===== src/rtl/mdrop_pkg.sv =====
package mdrop_pkg;

    localparam int DATA_W   = 8;
    localparam int MIN_DATA = 5;
    localparam int OVS      = 16;
    localparam int FRAME_W  = 1 + DATA_W + 1 + 2;
    localparam int LEN_W    = $clog2(FRAME_W + 1);
    localparam int TICK_W   = $clog2(OVS);

    localparam logic [1:0] PM_MULTIDROP = 2'b11;

    typedef struct packed {
        logic       two_stop;
        logic [1:0] pmode;
        logic       tag;
        logic [1:0] len_code;
    } mode_t;

    localparam int MODE_W = $bits(mode_t);

    typedef struct packed {
        logic [DATA_W-1:0] data;
        logic              multidrop;
        logic              tag;
        logic [1:0]        len_code;
        logic              two_stop;
    } char_t;

    function automatic logic [LEN_W-1:0] data_bits(input logic [1:0] len_code);
        return LEN_W'(MIN_DATA) + LEN_W'(len_code);
    endfunction

    function automatic logic [LEN_W-1:0] frame_len(input char_t c);
        logic [LEN_W-1:0] n;
        n = LEN_W'(1) + data_bits(c.len_code) + LEN_W'(c.multidrop);
        return n + (c.two_stop ? LEN_W'(2) : LEN_W'(1));
    endfunction

    function automatic logic [FRAME_W-1:0] frame_bits(input char_t c);
        logic [FRAME_W-1:0] f;
        int n;
        f    = '1;
        f[0] = 1'b0;
        n    = int'(data_bits(c.len_code));
        for (int i = 0; i < DATA_W; i++) begin
            if (i < n) f[1+i] = c.data[i];
        end
        if (c.multidrop) f[1+n] = c.tag;
        return f;
    endfunction

    function automatic char_t build_char(input mode_t m, input logic [DATA_W-1:0] d);
        char_t c;
        c.data      = d;
        c.multidrop = (m.pmode == PM_MULTIDROP);
        c.tag       = m.tag;
        c.len_code  = m.len_code;
        c.two_stop  = m.two_stop;
        return c;
    endfunction

endpackage


===== src/rtl/mdrop_baud.sv =====
module mdrop_baud #(
    parameter int DIV = 4
) (
    input  logic clk,
    input  logic rst,
    output logic tick
);
    localparam int CW = (DIV > 1) ? $clog2(DIV) : 1;
    localparam logic [CW-1:0] LAST = CW'(DIV - 1);

    logic [CW-1:0] cnt;

    always_ff @(posedge clk) begin
        if (rst)              cnt <= '0;
        else if (cnt == LAST) cnt <= '0;
        else                  cnt <= cnt + 1'b1;
    end

    assign tick = (cnt == LAST);

    generate
        if (DIV > 1) begin : g_tick_chk
            AST_TICK_ONE_CYCLE: assert property (@(posedge clk) disable iff (rst)
                tick |=> !tick);
        end
    endgenerate

endmodule


===== src/rtl/mdrop_hold.sv =====
module mdrop_hold
    import mdrop_pkg::*;
(
    input  logic              clk,
    input  logic              rst,
    input  logic              accept,
    input  logic [DATA_W-1:0] wr_data,
    input  mode_t             mode,
    input  logic              take,
    output logic              full,
    output char_t             chr
);
    always_ff @(posedge clk) begin
        if (rst) begin
            full <= 1'b0;
            chr  <= '0;
        end else begin
            if (take) full <= 1'b0;
            if (accept) begin
                full <= 1'b1;
                chr  <= build_char(mode, wr_data);
            end
        end
    end

    AST_HOLD_KEPT: assert property (@(posedge clk) disable iff (rst)
        (full && !take) |=> (full && $stable(chr)));

    AST_ACCEPT_WHEN_EMPTY: assert property (@(posedge clk) disable iff (rst)
        accept |-> !full);

endmodule


===== src/rtl/mdrop_shift.sv =====
module mdrop_shift
    import mdrop_pkg::*;
(
    input  logic  clk,
    input  logic  rst,
    input  logic  tick,
    input  logic  load,
    input  char_t chr,
    output logic  busy,
    output logic  txd
);
    logic [FRAME_W-1:0] sreg;
    logic [LEN_W-1:0]   bits_left;
    logic [TICK_W-1:0]  tcnt;

    always_ff @(posedge clk) begin
        if (rst) begin
            sreg      <= '1;
            bits_left <= '0;
            tcnt      <= '0;
            busy      <= 1'b0;
        end else if (load) begin
            sreg      <= frame_bits(chr);
            bits_left <= frame_len(chr);
            tcnt      <= '0;
            busy      <= 1'b1;
        end else if (busy && tick) begin
            tcnt <= tcnt + 1'b1;
            if (tcnt == TICK_W'(OVS - 1)) begin
                sreg      <= {1'b1, sreg[FRAME_W-1:1]};
                bits_left <= bits_left - 1'b1;
                if (bits_left == LEN_W'(1)) busy <= 1'b0;
            end
        end
    end

    assign txd = busy ? sreg[0] : 1'b1;

    AST_START_BIT_LOW: assert property (@(posedge clk) disable iff (rst)
        load |=> !txd);

    AST_LEN_BOUND: assert property (@(posedge clk) disable iff (rst)
        busy |-> (bits_left != '0 && bits_left <= LEN_W'(FRAME_W)));

    AST_BIT_STEADY: assert property (@(posedge clk) disable iff (rst)
        (busy && !tick && !load) |=> $stable(txd));

    AST_NO_LOAD_BUSY: assert property (@(posedge clk) disable iff (rst)
        busy |-> !load);

endmodule


===== src/rtl/mdrop_tx.sv =====
module mdrop_tx
    import mdrop_pkg::*;
#(
    parameter int BAUD_DIV = 4
) (
    input  logic              clk,
    input  logic              rst,
    input  logic              tx_en,
    input  logic              mode_we,
    input  logic [MODE_W-1:0] mode_wdata,
    input  logic              wr_valid,
    input  logic [DATA_W-1:0] wr_data,
    output logic              tx_ready,
    output logic              txd
);
    mode_t mode_q;
    char_t held;
    logic  tick, full, busy, accept, take;

    always_ff @(posedge clk) begin
        if (rst)          mode_q <= '0;
        else if (mode_we) mode_q <= mode_t'(mode_wdata);
    end

    assign tx_ready = tx_en && !full;
    assign accept   = wr_valid && tx_ready;
    assign take     = full && !busy && tx_en;

    mdrop_baud #(.DIV(BAUD_DIV)) u_baud (
        .clk (clk),
        .rst (rst),
        .tick(tick)
    );

    mdrop_hold u_hold (
        .clk    (clk),
        .rst    (rst),
        .accept (accept),
        .wr_data(wr_data),
        .mode   (mode_q),
        .take   (take),
        .full   (full),
        .chr    (held)
    );

    mdrop_shift u_shift (
        .clk (clk),
        .rst (rst),
        .tick(tick),
        .load(take),
        .chr (held),
        .busy(busy),
        .txd (txd)
    );

    AST_READY_FALLS: assert property (@(posedge clk) disable iff (rst)
        (wr_valid && tx_ready) |=> !tx_ready);

    AST_DISABLED_IDLE: assert property (@(posedge clk) disable iff (rst)
        (!tx_en && !busy) |=> txd);

endmodule


===== config.mk =====
export PLATFORM = sky130hd
export DESIGN_NAME = mdrop_tx
export DESIGN_NICKNAME = d
export VERILOG_FILES = /design/src/rtl/mdrop_pkg.sv /design/src/rtl/mdrop_baud.sv /design/src/rtl/mdrop_hold.sv /design/src/rtl/mdrop_shift.sv /design/src/rtl/mdrop_tx.sv
export SDC_FILE = /design/constraint.sdc
export NUM_CORES = 1
export LEC_CHECK = 0
export BUFFER_PORTS_ARGS = -buffer_cell sky130_fd_sc_hd__buf_2
export CAP_MARGIN = 10
export CORE_MARGIN = 4
export CORE_UTILIZATION = 45
export CTS_CLUSTER_DIAMETER = 40
export DETAILED_ROUTE_END_ITERATION = 8
export MAX_ROUTING_LAYER = met4
export SLEW_MARGIN = 20
export SYNTH_ARGS = -nofsm -noshare
export SYNTH_HDL_FRONTEND = slang
export SYNTH_SLANG_ARGS = --single-unit
export TNS_END_PERCENT = 10

===== constraint.sdc =====
create_clock -name clk -period 3.85 [get_ports clk]
set_input_delay 0.77 -clock clk [delete_from_list [all_inputs] [get_ports clk]]
set_output_delay 0.77 -clock clk [all_outputs]
set_load 0.02 [all_outputs]

## Yosys cells after proc, flatten, opt, wreduce, memory -nomap -nowiden

Index checks and enable logic that the tools add are counted.

| storage, ports and cells | value |
|---|---|
| register bits | 43 |
| input port bits | 19 |
| output and inout bits | 2 |
| word-level logic and storage cells | 95 |

| operators by class | value |
|---|---|
| $add $sub $neg | 8 |
| order comparisons | 10 |
| equality and inequality tests | 4 |
| muxes and demuxes | 42 |
| reductions and logical operators | 16 |

Operator list:

| cell | number |
|---|---|
| two-way mux 12 bit | 4 |
| >= comparator 32 x 1 -> 1 bit, second input constant | 1 |
| less-than comparator 32 x 6 -> 1 bit, second input constant | 1 |
| two-way mux 1 bit | 32 |
| less-than comparator 3 x 4 -> 1 bit, first input constant | 4 |
| bitwise mux 12 bit | 1 |
| two-way mux 4 bit | 3 |
| less-than comparator 1 x 4 -> 1 bit, first input constant | 2 |
| less-than comparator 2 x 4 -> 1 bit, first input constant | 2 |
| nonzero test 2 bit | 4 |
| logical AND 1 bit | 6 |
| adder 1 x 4 -> 5 bit, first input constant | 1 |
| adder 1 x 4 -> 4 bit, first input constant | 1 |
| adder 3 x 2 -> 4 bit, first input constant | 1 |
| adder 4 x 1 -> 4 bit | 1 |
| adder 4 x 1 -> 4 bit, second input constant | 1 |
| adder 4 bit | 1 |
| demux 1 bit (select 4 bit) | 1 |
| == test 2 bit, second input constant | 2 |
| == test 4 x 1 -> 1 bit, second input constant | 1 |
| == test 4 bit, second input constant | 1 |
| OR reduction 2 bit | 2 |
| subtractor 4 x 1 -> 4 bit, second input constant | 1 |
| AND reduction 3 bit | 1 |
| other kinds (4) | 5 |

## Logic depth before layout (Yosys ltp)

Gate-level depths: netlist (run 1).

| logic depth | value |
|---|---|
| word-level depth | 9 |
| depth in mapped cells | 9 |
| gate-level depth less buffers | 9 |

## Hierarchy

Synthesis (run 1) repeated with hierarchy kept, for this count alone.

| second synthesis, totals | value |
|---|---|
| cell total of the unflattened synthesis | 228 |
| area, all modules | 2,228.4 um2 |

Modules (own cells, without submodules):

| module | times used | cells each | area an instance (um2) | sequential area each (um2) |
|---|---|---|---|---|
| mdrop_shift | 1 | 153 | 1,398.8 | 420.4 |
| mdrop_hold | 1 | 47 | 518.0 | 280.3 |
| mdrop_tx | 1 | 23 | 236.5 | 120.1 |
| mdrop_baud | 1 | 5 | 75.1 | 40.0 |

## Worst setup path before layout (run 1)

No wires, ideal clock.

| timing path | value |
|---|---|
| path kind | flip-flop to flip-flop |
| from | register, netlist name u_hold.chr[1] |
| to | register u_shift.bits_left[3] |
| setup time | 0.079 ns |
| arrival time | 1.941 ns |
| required time | 3.771 ns |
| path slack | 1.829 ns |
| stages on the path, launching flop included | 9 |
| path buffers | 0 |
| clock period less this slack | 2.021 ns |
| path through | dfxtp_1 inv_1 fa_1 inv_1 ha_1 nand3_1 and3_1 o21a_1 a211oi_2 |

| between the ends | value |
|---|---|
| word-level cells in the longest chain between the ends | 5 |

RTL lines:

| what | RTL line | RTL |
|---|---|---|
| adder 3 x 2 -> 4 bit | mdrop_pkg.sv:30 | `return LEN_W'(MIN_DATA) + LEN_W'(len_code);` |
| adder 1 x 4 -> 4 bit | mdrop_pkg.sv:35 | `n = LEN_W'(1) + data_bits(c.len_code) + LEN_W'(c.multidrop);` |
| adder 4 x 1 -> 4 bit | mdrop_pkg.sv:35 |  |
| adder 4 bit | mdrop_pkg.sv:36 | `return n + (c.two_stop ? LEN_W'(2) : LEN_W'(1));` |
| two-way mux 4 bit | mdrop_shift.sv:22 | `end else if (load) begin` |
| to (signal assigned) | mdrop_shift.sv:24 | `bits_left <= frame_len(chr);` |
| to (signal assigned) | mdrop_shift.sv:31 | `bits_left <= bits_left - 1'b1;` |
| to (decl) | mdrop_shift.sv:13 | `logic [LEN_W-1:0] bits_left;` |

No other way between the ends.
A chain may end at the register's enable or synchronous reset.

## Worst setup path in the final report (run 1)

| timing path | value |
|---|---|
| from | register, netlist name u_hold.chr[1] |
| to | register u_shift.bits_left[3] |

| between the ends | value |
|---|---|
| word-level cells in the longest chain between the ends | 5 |

RTL lines:

| what | RTL line |
|---|---|
| adder 3 x 2 -> 4 bit | mdrop_pkg.sv:30 |
| adder 1 x 4 -> 4 bit | mdrop_pkg.sv:35 |
| adder 4 x 1 -> 4 bit | mdrop_pkg.sv:35 |
| adder 4 bit | mdrop_pkg.sv:36 |
| two-way mux 4 bit | mdrop_shift.sv:22 |

No other way between the ends.

==> results.yml, run 1 <==
detailed_routing:
  vias: 1640
  vias_per_cell: 5.29
  detail-route-antenna-nets: 0
  drc_errors: 0
  detail_route.wirelength_um: 4000
  first_pass_iters: 4
  drt_iter0_drc: 61
  routed_wire_length_per_instance_um: 12.9
clock_network:
  clk_latency_ns: 0.29
  clock_tree.htree_level_count: 2
  cts.repair_timing.setup_buffer_count: 0
  clock_sink_count: 43
  clock-root-buffer: "sky130_fd_sc_hd__clkbuf_8"
  cts_buffer_depth: 2
  tritoncts: "done"
  post_cts_hold_buffer_count: 0
  cts.reportedPaths.clkPinSlew_ns: 0.08
  numCtsBuffers: 5
  post_cts_resize_count: 0
floorplanning:
  fp.dieArea_um2: 5960
  initial_utilization_pct: 47.8
  placement_rows: 24
  die_x_um: 77.2
  coreArea_um2: 4500
  floorplan.io_pins: 21
  height_of_the_die_um: 77.2
run_status:
  run_status: "complete, no violations"
worst_setup_path:
  cp_data_required_time_ns: 4.06
  setup.worst_path.end_class: "flop"
  critical-path-max-stage-delay_ns: 0.59
  worst_path_most_repeated_cell: "sky130_fd_sc_hd__inv_1"
  crit_path_cell_trace: "inv_1, fa_1, inv_1, ha_1, nand3_1, and3_1, o21a_1, a211oi_2"
  cpMaxStageDelayCell: "sky130_fd_sc_hd__fa_1"
  cp_data_arrival_time_ns: 2.41
  timing.setup.critical_path_class: "flop to flop"
  worstPathBufferInverterCount: 2
  critical_path.top_delay_family: "adder cells"
  worst_setup_path_start_kind: "flop"
  critPathMaxFanout: 6
place:
  place.gp.congestion: 0.808
  placed_cells_incl_taps: 302
  post-place-ws_ns: 1.67
  dp_hpwl_um: 2880
  buffer_ports.inserted: 20
synth:
  post_synth_main_area_contributors: "sky130_fd_sc_hd__dfxtp_1 (40%), sky130_fd_sc_hd__ha_1 (9.3%), sky130_fd_sc_hd__nand2_1 (6.4%), sky130_fd_sc_hd__a21oi_1 (4.6%), sky130_fd_sc_hd__mux2i_1 (3.7%)"
  netlist_area_um2: 2150
  yosys.cell_count.top_type: "sky130_fd_sc_hd__dfxtp_1"
  postSynthNetCount: 280
  synth_ff_type: "sky130_fd_sc_hd__dfxtp_1"
  synth_enable_flop_cells: 0
  postSynth.asyncResetShare_pct: 0
  syn_inst: 243
  synth.top_cell.area_share_pct: 40.0
  syn_avg_cell_area_um2: 8.86
  post_synth_most_frequent_cells: "sky130_fd_sc_hd__dfxtp_1 (43), sky130_fd_sc_hd__nand2_1 (37), sky130_fd_sc_hd__a21oi_1 (20)"
  synth.lib_cells_used.distinct: 42
  ys.warnings.count: 0
  synth_seq_cells: 43
  seq_area_frac_synth_pct: 40.0
  synth_top_cell_by_area: "sky130_fd_sc_hd__dfxtp_1"
power:
  power_per_cell_area_nw_per_um2: 354
  max-vdd-ir-drop_v: 0.000191
  total_leakage_power_nw: 0.907
sta:
  final_min_period_over_clock_period_pct: 57.2
  fin_worst_hold_slack_ns: 0.432
  final-max-slew-violation-count: 0
  skew_ns: 0.00432
  achievable-frequency_mhz: 454
  rsz0062_at_grt: "false"
  timing_worst_slew_pin_value_ns: 0.879
  max_slew_margin_pct: 41.4
  setup-tns-final_ns: 0
  hold_violations: 0
  final.setup.worst_slack_ns: 1.65
  final_critical_period_ns: 2.20
  timing.final.setup_violations: 0
global_routing:
  number_of_antenna_violations_at_the_first_check_in_global_routing: 0
  first_global_vias: 1600
  grt_usage_pct: 15.4
  grt_start_max_net_pins: 51
  overflow: 0
  grt_pass1_wl_um: 7320
hold_path:
  min_path_type: "flop to flop"
cells_and_area:
  area_growth_syn_to_layout_pct: 8.02
  nFillCells: 462
  antenna_cells_inserted: 0
  finalNetCount: 294
  layout-drive-gt1-share_pct: 13.6
  finish.cell_count_without_fillers: 310
flow_run:
  cap_viol_max_count: 0
## flip-flops by register name (all words and copies together) (netlist names)
name / count
u_shift.busy: 1
u_hold.full: 1
mode_q: 6
u_hold.chr: 13
u_baud.cnt: 2
u_shift.sreg: 12
u_shift.tcnt: 4
u_shift.bits_left: 4
## report_power, final
group | internal (mW) | total, mW | switching [mW]
Combinational | 0.0332 | 0.0784 | 0.0452
Clock | 0.127 | 0.269 | 0.142
Sequential | 0.463 | 0.475 | 0.0116
## cell usage in the layout, fill, tap and decap left out, drive strengths merged
cell    instances
a211o           1
a211oi          5
a21oi          20
a221oi          5
a311oi          1
and2            5
and3            3
and3b           1
buf            20
clkbuf          7
clkinv          1
dfxtp          43
fa              2
ha             16
inv            13
mux2i           8
nand2          37
nand2b          3
nand3           9
nand3b          4
nand4           1
nand4b          1
nor2           14
nor2b           2
nor3           13
nor3b           2
nor4            8
o21a            1
o21ai           3
o221ai          1
o31ai           1
o32ai           1
xnor2           2
xor2            4
## logic make-up after synthesis
logic type / after synthesis / share of synthesized area (%)
xor gates and xnor gates: 6 / 2.44
muxes: 8 / 3.72
AOI/OAI and AO/OA: 39 / 12.2
and+or+nand+nor: 103 / 24.8
buffers and inverters: 26 / 5.69
adders and majority gates: 18 / 11.2
DFF: 43 / 40.0
## worst reg2reg max path, cell delays in order (launching register included)
cell and delay, ns:
sky130_fd_sc_hd__dfxtp_1 0.43, sky130_fd_sc_hd__inv_1 0.14, sky130_fd_sc_hd__fa_1 0.59, sky130_fd_sc_hd__inv_1 0.06, sky130_fd_sc_hd__ha_1 0.27, sky130_fd_sc_hd__nand3_1 0.10
sky130_fd_sc_hd__and3_1 0.18, sky130_fd_sc_hd__o21a_1 0.18, sky130_fd_sc_hd__a211oi_2 0.18
## layout make-up
| cell class | instances | area [µm²] | area share, % |
|---|---|---|---|
| Clock buffer | 7 | 76.3 | 3.28 |
| Clock inverter | 1 | 5.00 | 0.215 |
| Inverter | 13 | 48.8 | 2.10 |
| Multi-Input combinational cell | 174 | 1170 | 50.3 |
| Sequential cell | 43 | 861 | 37.0 |
| Tap cell | 52 | 65.1 | 2.80 |
| Timing Repair Buffer | 20 | 100 | 4.30 |
## per-layer routing
| layer | up-vias | global-route usage (%) | wire length, µm |
|---|---|---|---|
| li1 | 870 | - | - |
| met1 | 749 | 19.0 | 2070 |
| met2 | 19 | 24.0 | 1770 |
| met3 | 2 | 3.86 | 116 |
| met4 | 0 | 6.41 | 38 |
| met5 | - | - | 0 |
## final timing paths
kind | to | slack [ns] | cells past startpoint | startpoint
max | u_shift.bits_left[3] | 1.65 | 8 | u_hold.chr[1]
min reg2reg | u_baud.cnt[0] | 0.43 | 1 | u_baud.cnt[0]
max reg2reg | u_shift.bits_left[3] | 1.65 | 8 | u_hold.chr[1]
min | u_baud.cnt[0] | 0.43 | 1 | u_baud.cnt[0]
## metrics by stage
stage	power, mW	utilization (%)	cell area [µm²]
2_1_floorplan	0.543	-	2150
3_3_place_gp	0.563	49.8	2240
3_5_place_dp	0.565	49.8	2240
4_1_cts	0.838	51.6	2330
5_1_grt	0.873	51.6	2330
6_report	0.822	51.6	2330
Note: power is estimated with default switching activity, not from simulation.
==> run 2: changes to the inputs <==
ABC_AREA = 1   (was unset)
clock period = 2.2 ns   (was 3.85 ns; I/O delays follow)
==> results.yml, run 2 <==
run_status:
  run_status: "complete, no violations"
cells_and_area:
  largest_register_ffs: 13
  layout.cells.most_common: "sky130_fd_sc_hd__nand2_1"
  top_register: "u_hold.chr"
  nFillCells: 452
  finalNetCount: 344
  layout.cells.most_common_list: "sky130_fd_sc_hd__nand2_1 (47), sky130_fd_sc_hd__dfxtp_1 (43), sky130_fd_sc_hd__inv_1 (32)"
  antenna_cells_inserted: 0
  layout-drive-gt1-share_pct: 12.4
  area_growth_syn_to_layout_pct: 11.9
  multi_input_area_um2: 1090
  register_area_um2: 861
  reg.largest.list: "u_hold.chr x13, u_shift.sreg x12, mode_q x6"
detailed_routing:
  vias_per_cell: 5.02
  drc_errors: 0
  vias: 1802
  m1WireLength_um: 2150
  route.top_layer_used: "met4"
  routed_wire_length_per_instance_um: 11.9
  first_pass_iters: 4
  detail_route.wirelength_um: 4290
  met2WireLength_um: 1920
  detail-route-antenna-nets: 0
  detailroute.wirelength.met3_um: 147
  drt_iter0_drc: 69
clock_network:
  tritoncts: "done"
  post_cts_hold_buffer_count: 0
  clk_latency_ns: 0.29
  post_cts_resize_count: 0
  cts.reportedPaths.clkPinSlew_ns: 0.08
  cts.repair_timing.setup_buffer_count: 0
  clock-root-buffer: "sky130_fd_sc_hd__clkbuf_8"
  clock_tree.htree_level_count: 2
  clock_sink_count: 43
  numCtsBuffers: 5
  cts_buffer_depth: 2
worst_setup_path:
  cp_data_arrival_time_ns: 2.23
  cp_data_required_time_ns: 2.44
  cpMaxStageDelayCell: "sky130_fd_sc_hd__fa_1"
  crit_path_cell_trace: "inv_1, fa_1, fa_1, xor2_1, o21ai_0, nand3_1, nand2_1"
  worst_path_most_repeated_cell: "sky130_fd_sc_hd__fa_1"
  worst_setup_path_start_kind: "flop"
  critPathMaxFanout: 5
  critical-path-max-stage-delay_ns: 0.50
  reg2reg_setup_slack_ns: 0.21
  timing.setup.critical_path_class: "flop to flop"
  setup.worst_path.end_class: "flop"
global_routing:
  number_of_antenna_violations_at_the_first_check_in_global_routing: 0
  grt_pass1_wl_um: 7530
  grt_usage_pct: 16.1
  grt_start_max_net_pins: 23
  first_global_vias: 1684
  overflow: 0
synth:
  seq_area_frac_synth_pct: 40.2
  fraction_of_synthesized_area_in_multiplexers_pct: 0
  synth_enable_flop_cells: 0
  area_fraction_in_compound_gates_after_synthesis_pct: 16.3
  post_synth_and_or_nand_nor_area_fraction_pct: 22.2
  syn_avg_cell_area_um2: 7.51
  yosys.area_share.xor_xnor_pct: 1.23
  main_combinational_cell_family_by_area_after_synthesis: "simple AND/OR/NAND/NOR gates"
  synth_seq_cells: 43
  ys.warnings.count: 0
  synth-adder-area-share_pct: 11.2
  synth.lib_cells_used.distinct: 28
  synth_ff_type: "sky130_fd_sc_hd__dfxtp_1"
  postSynth.asyncResetShare_pct: 0
  post_synth_most_frequent_cells: "sky130_fd_sc_hd__nand2_1 (47), sky130_fd_sc_hd__dfxtp_1 (43), sky130_fd_sc_hd__inv_1 (32)"
  netlist_area_um2: 2140
  post_synth_main_area_contributors: "sky130_fd_sc_hd__dfxtp_1 (40%), sky130_fd_sc_hd__ha_1 (9.4%), sky130_fd_sc_hd__nand2_1 (8.2%), sky130_fd_sc_hd__o21ai_0 (7.2%), sky130_fd_sc_hd__a21oi_1 (6.3%)"
  yosys.cell_count.top_type: "sky130_fd_sc_hd__nand2_1"
  syn_inst: 285
  synth.top_cell.area_share_pct: 40.2
  synth_top_cell_by_area: "sky130_fd_sc_hd__dfxtp_1"
  postSynthNetCount: 322
sta:
  timing.final.setup_violations: 0
  final_min_period_over_clock_period_pct: 90.5
  max_slew_margin_pct: 60.0
  fin_worst_hold_slack_ns: 0.372
  hold_violations: 0
  achievable-frequency_mhz: 502
  setup-tns-final_ns: 0
  skew_ns: 0.00740
  rsz0062_at_grt: "false"
  final_critical_period_ns: 1.99
  timing_worst_slew_pin_value_ns: 0.598
  final-max-slew-violation-count: 0
floorplanning:
  die_x_um: 77.0
  coreArea_um2: 4470
  height_of_the_die_um: 77.0
  initial_utilization_pct: 47.8
  placement_rows: 24
  fp.dieArea_um2: 5930
  floorplan.io_pins: 21
power:
  total_leakage_power_nw: 1.05
  p_total_mw: 1.70
  power_per_cell_area_nw_per_um2: 709
  max-vdd-ir-drop_v: 0.000420
place:
  place.gp.congestion: 0.856
  buffer_ports.inserted: 20
  dp_hpwl_um: 3110
hold_path:
  min_path_type: "input pin to flop"
flow_run:
  cap_viol_max_count: 0
[run 2: cell count changes after synthesis, sizes merged, moves of 7 or more]
cell | before | now
a21oi | 20 | 27
inv | 13 | 33
mux2i | 8 | 0
nand2 | 37 | 48
nand3 | 9 | 24
nor2 | 14 | 28
nor3 | 13 | 5
nor4 | 8 | 0
o21ai | 3 | 36
[run 2: worst max-delay path: cells and delay by family (launching register included)]
family | cells | cell delay (ns)
compound gates | 1 | 0.14
xor+xnor | 1 | 0.16
fa+ha+maj | 2 | 0.94
buf+inv | 1 | 0.13
flops | 1 | 0.40
simple gates | 2 | 0.17
[run 2: cell families (layout without fill, tap and decap cells)]
kind of cell,count (synthesis),count (layout)
adders and majority gates,18,18
DFF,43,43
xor gates and xnor gates,3,3
AOI/OAI and AO/OA,66,66
buffers and inverters,45,67
and+or+nand+nor,110,110
[run 2: metrics by stage]
step / util [%] / instance area [µm²] / worst slack [ns] / instances
after floorplan: - / 2140 / 0.289 / 285
after detailed placement: 51.3 / 2290 / 0.228 / 352
after global placement: 51.3 / 2290 / 0.272 / 352
after global routing: 53.6 / 2400 / 0.0579 / 359
final: 53.6 / 2400 / 0.209 / 359
after CTS: 53.6 / 2400 / 0.207 / 359
[run 2: final cells by class]
type	count	area share, %
multi-input combinational	197	45.5
timing repair buffer	27	6.37
sequential	43	35.9
clock buffer	6	3.03
tap	52	2.72
clock inverter	1	1.25
inverter	33	5.17
[run 2: path summary, 6_finish.rpt]
check                startpoint                    to  cells past startpoint
setup / recovery  u_hold.chr[2]  u_shift.bits_left[2]                      7
hold / removal    mode_wdata[4]             mode_q[4]                      3
setup reg to reg  u_hold.chr[2]  u_shift.bits_left[2]                      7
hold reg to reg   u_baud.cnt[0]         u_baud.cnt[0]                      1
[run 2: power by group]
group          leakage, nW  total, mW  switching [mW]  internal [mW]
Combinational        0.647      0.253           0.151          0.102
Clock               0.0513      0.596           0.263          0.333
Sequential           0.353      0.851          0.0249          0.826
[run 2: routing by layer]
metal	vias to the layer above	global-route usage [%]
li1	972	-
met1	799	19.8
met2	23	25.7
met3	8	3.86
met4	0	5.69
met5	-	-
==> run 3: changes to the inputs <==
CORE_UTILIZATION = 31   (was 45)
HOLD_SLACK_MARGIN = 0.15   (was unset)
==> results.yml, run 3 (synthesized netlist as in run 2, its figures left out) <==
power:
  clock_power_share_pct: 31.1
  power_switching_share_pct: 26.7
  netSwitchingPower_mw: 0.429
  p_seq_share_pct: 53.2
  total_leakage_power_nw: 1.05
  power_per_cell_area_nw_per_um2: 663
  internal_power_mw: 1.18
  max-vdd-ir-drop_v: 0.000403
  p_comb_share_pct: 15.7
sta:
  final_min_period_over_clock_period_pct: 90.5
  achievable-frequency_mhz: 502
  setup-tns-final_ns: 0
  max_slew_margin_pct: 61.4
  rsz0062_at_grt: "false"
  final_critical_period_ns: 1.99
  skew_ns: 0.00425
  timing.final.setup_violations: 0
  timing_worst_slew_pin_value_ns: 0.578
  hold_violations: 0
  final-max-slew-violation-count: 0
clock_network:
  numCtsBuffers: 5
  post_cts_hold_buffer_count: 0
  clock-root-buffer: "sky130_fd_sc_hd__clkbuf_8"
  clock_sink_count: 43
  post_cts_resize_count: 0
  clock_tree.htree_level_count: 2
  clk_latency_ns: 0.29
  tritoncts: "done"
  cts.repair_timing.setup_buffer_count: 0
  cts_buffer_depth: 2
  cts.reportedPaths.clkPinSlew_ns: 0.08
worst_setup_path:
  cp_data_required_time_ns: 2.43
  worst_path_most_repeated_cell: "sky130_fd_sc_hd__fa_1"
  critical-path-max-stage-delay_ns: 0.53
  reg2reg_setup_slack_ns: 0.21
  critPathMaxFanout: 5
  critical_path.top_delay_family: "adder cells"
  cp_data_arrival_time_ns: 2.22
  crit_path_cell_trace: "inv_2, fa_1, fa_1, xor2_1, o21ai_0, nand3_1, nand2_1"
  cpMaxStageDelayCell: "sky130_fd_sc_hd__fa_1"
  timing.setup.critical_path_class: "flop to flop"
  worstPathBufferInverterCount: 1
  setup.worst_path.end_class: "flop"
  worst_setup_path_start_kind: "flop"
global_routing:
  grt_usage_pct: 11.6
  overflow: 0
  grt_pass1_wl_um: 7710
  grt_start_max_net_pins: 23
  first_global_vias: 1722
  number_of_antenna_violations_at_the_first_check_in_global_routing: 0
hold_path:
  min_path_type: "input pin to flop"
detailed_routing:
  drt_iter0_drc: 47
  detail_route.wirelength_um: 4430
  vias_per_cell: 4.68
  detail-route-antenna-nets: 0
  drc_errors: 0
  vias: 1812
  routed_wire_length_per_instance_um: 11.4
  first_pass_iters: 4
floorplanning:
  coreArea_um2: 6760
  die_x_um: 91.1
  floorplan.io_pins: 21
  fp.dieArea_um2: 8300
  height_of_the_die_um: 91.1
  placement_rows: 30
  initial_utilization_pct: 31.7
cells_and_area:
  layout.cells.most_common_list: "sky130_fd_sc_hd__nand2_1 (47), sky130_fd_sc_hd__dfxtp_1 (41), sky130_fd_sc_hd__inv_1 (31), sky130_fd_sc_hd__o21ai_0 (31)"
  finalNetCount: 344
  reg.largest.list: "u_hold.chr x13, u_shift.sreg x12, mode_q x6"
  area_growth_syn_to_layout_pct: 13.0
  largest_register_ffs: 13
  layout-drive-gt1-share_pct: 13.7
  antenna_cells_inserted: 0
  layout.cells.most_common: "sky130_fd_sc_hd__nand2_1"
  nFillCells: 738
  top_register: "u_hold.chr"
  layout.core_utilization_pct: 35.8
place:
  place.gp.congestion: 0.827
  buffer_ports.inserted: 20
  dp_hpwl_um: 3320
flow_run:
  cap_viol_max_count: 0
run_status:
  run_status: "complete, no violations"
-- run 3: changes by cell type in the layout (fill, tap and decap cells not counted), sizes merged --
cell    delta
bufinv     -1
clkinv     +1
-- run 3: path summary, 6_finish.rpt --
check / start / endpoint / cells after the start
setup / recovery: u_hold.chr[1] / u_shift.bits_left[2] / 7
hold / removal: mode_wdata[5] / mode_q[5] / 3
setup reg to reg: u_hold.chr[1] / u_shift.bits_left[2] / 7
hold reg to reg: u_baud.cnt[0] / u_baud.cnt[0] / 1
-- run 3: area by class of cell --
cell class | count | area (µm²) | area share [%]
well taps | 80 | 100 | 4.14
flip-flops and latches | 43 | 863 | 35.7
multi-input cells | 197 | 1090 | 45.1
repair buffers | 27 | 153 | 6.31
clock inverters | 1 | 5.00 | 0.207
clock buffers | 6 | 82.6 | 3.41
inverters | 33 | 124 | 5.12
-- run 3: stage by stage --
stage	hold slack (ns)	power, mW	instance area, µm²	worst slack (ns)	instances
global placement	0.415	1.12	2330	0.212	380
detailed placement	0.421	1.13	2330	0.111	380
global route	0.388	1.71	2420	0.00649	387
CTS	0.366	1.62	2420	0.0885	387
finish	0.369	1.60	2420	0.208	387
floorplan	0.404	1.05	2140	0.289	285
-- run 3: per-layer routing --
metal	track usage, %	up-vias	wire length (µm)
met3	2.49	7	139
met1	13.9	812	2200
met5	-	-	0
li1	-	969	-
met4	3.02	0	39
met2	19.6	24	2050
-- run 3: worst min-delay path: stages --
cell and delay, ns:
sky130_fd_sc_hd__buf_2 0.08, sky130_fd_sc_hd__nor2_1 0.03, sky130_fd_sc_hd__nor2_1 0.08
-- run 3: power by group through the flow --
stage                     Combinational (mW)  Sequential (mW)  Clock [mW]
final                                  0.252            0.853       0.498
after global routing                   0.300            0.860       0.552
after CTS                              0.256            0.853       0.510
after detailed placement               0.255            0.871           0
after global placement                 0.250            0.869           0
after floorplan                        0.191            0.864           0
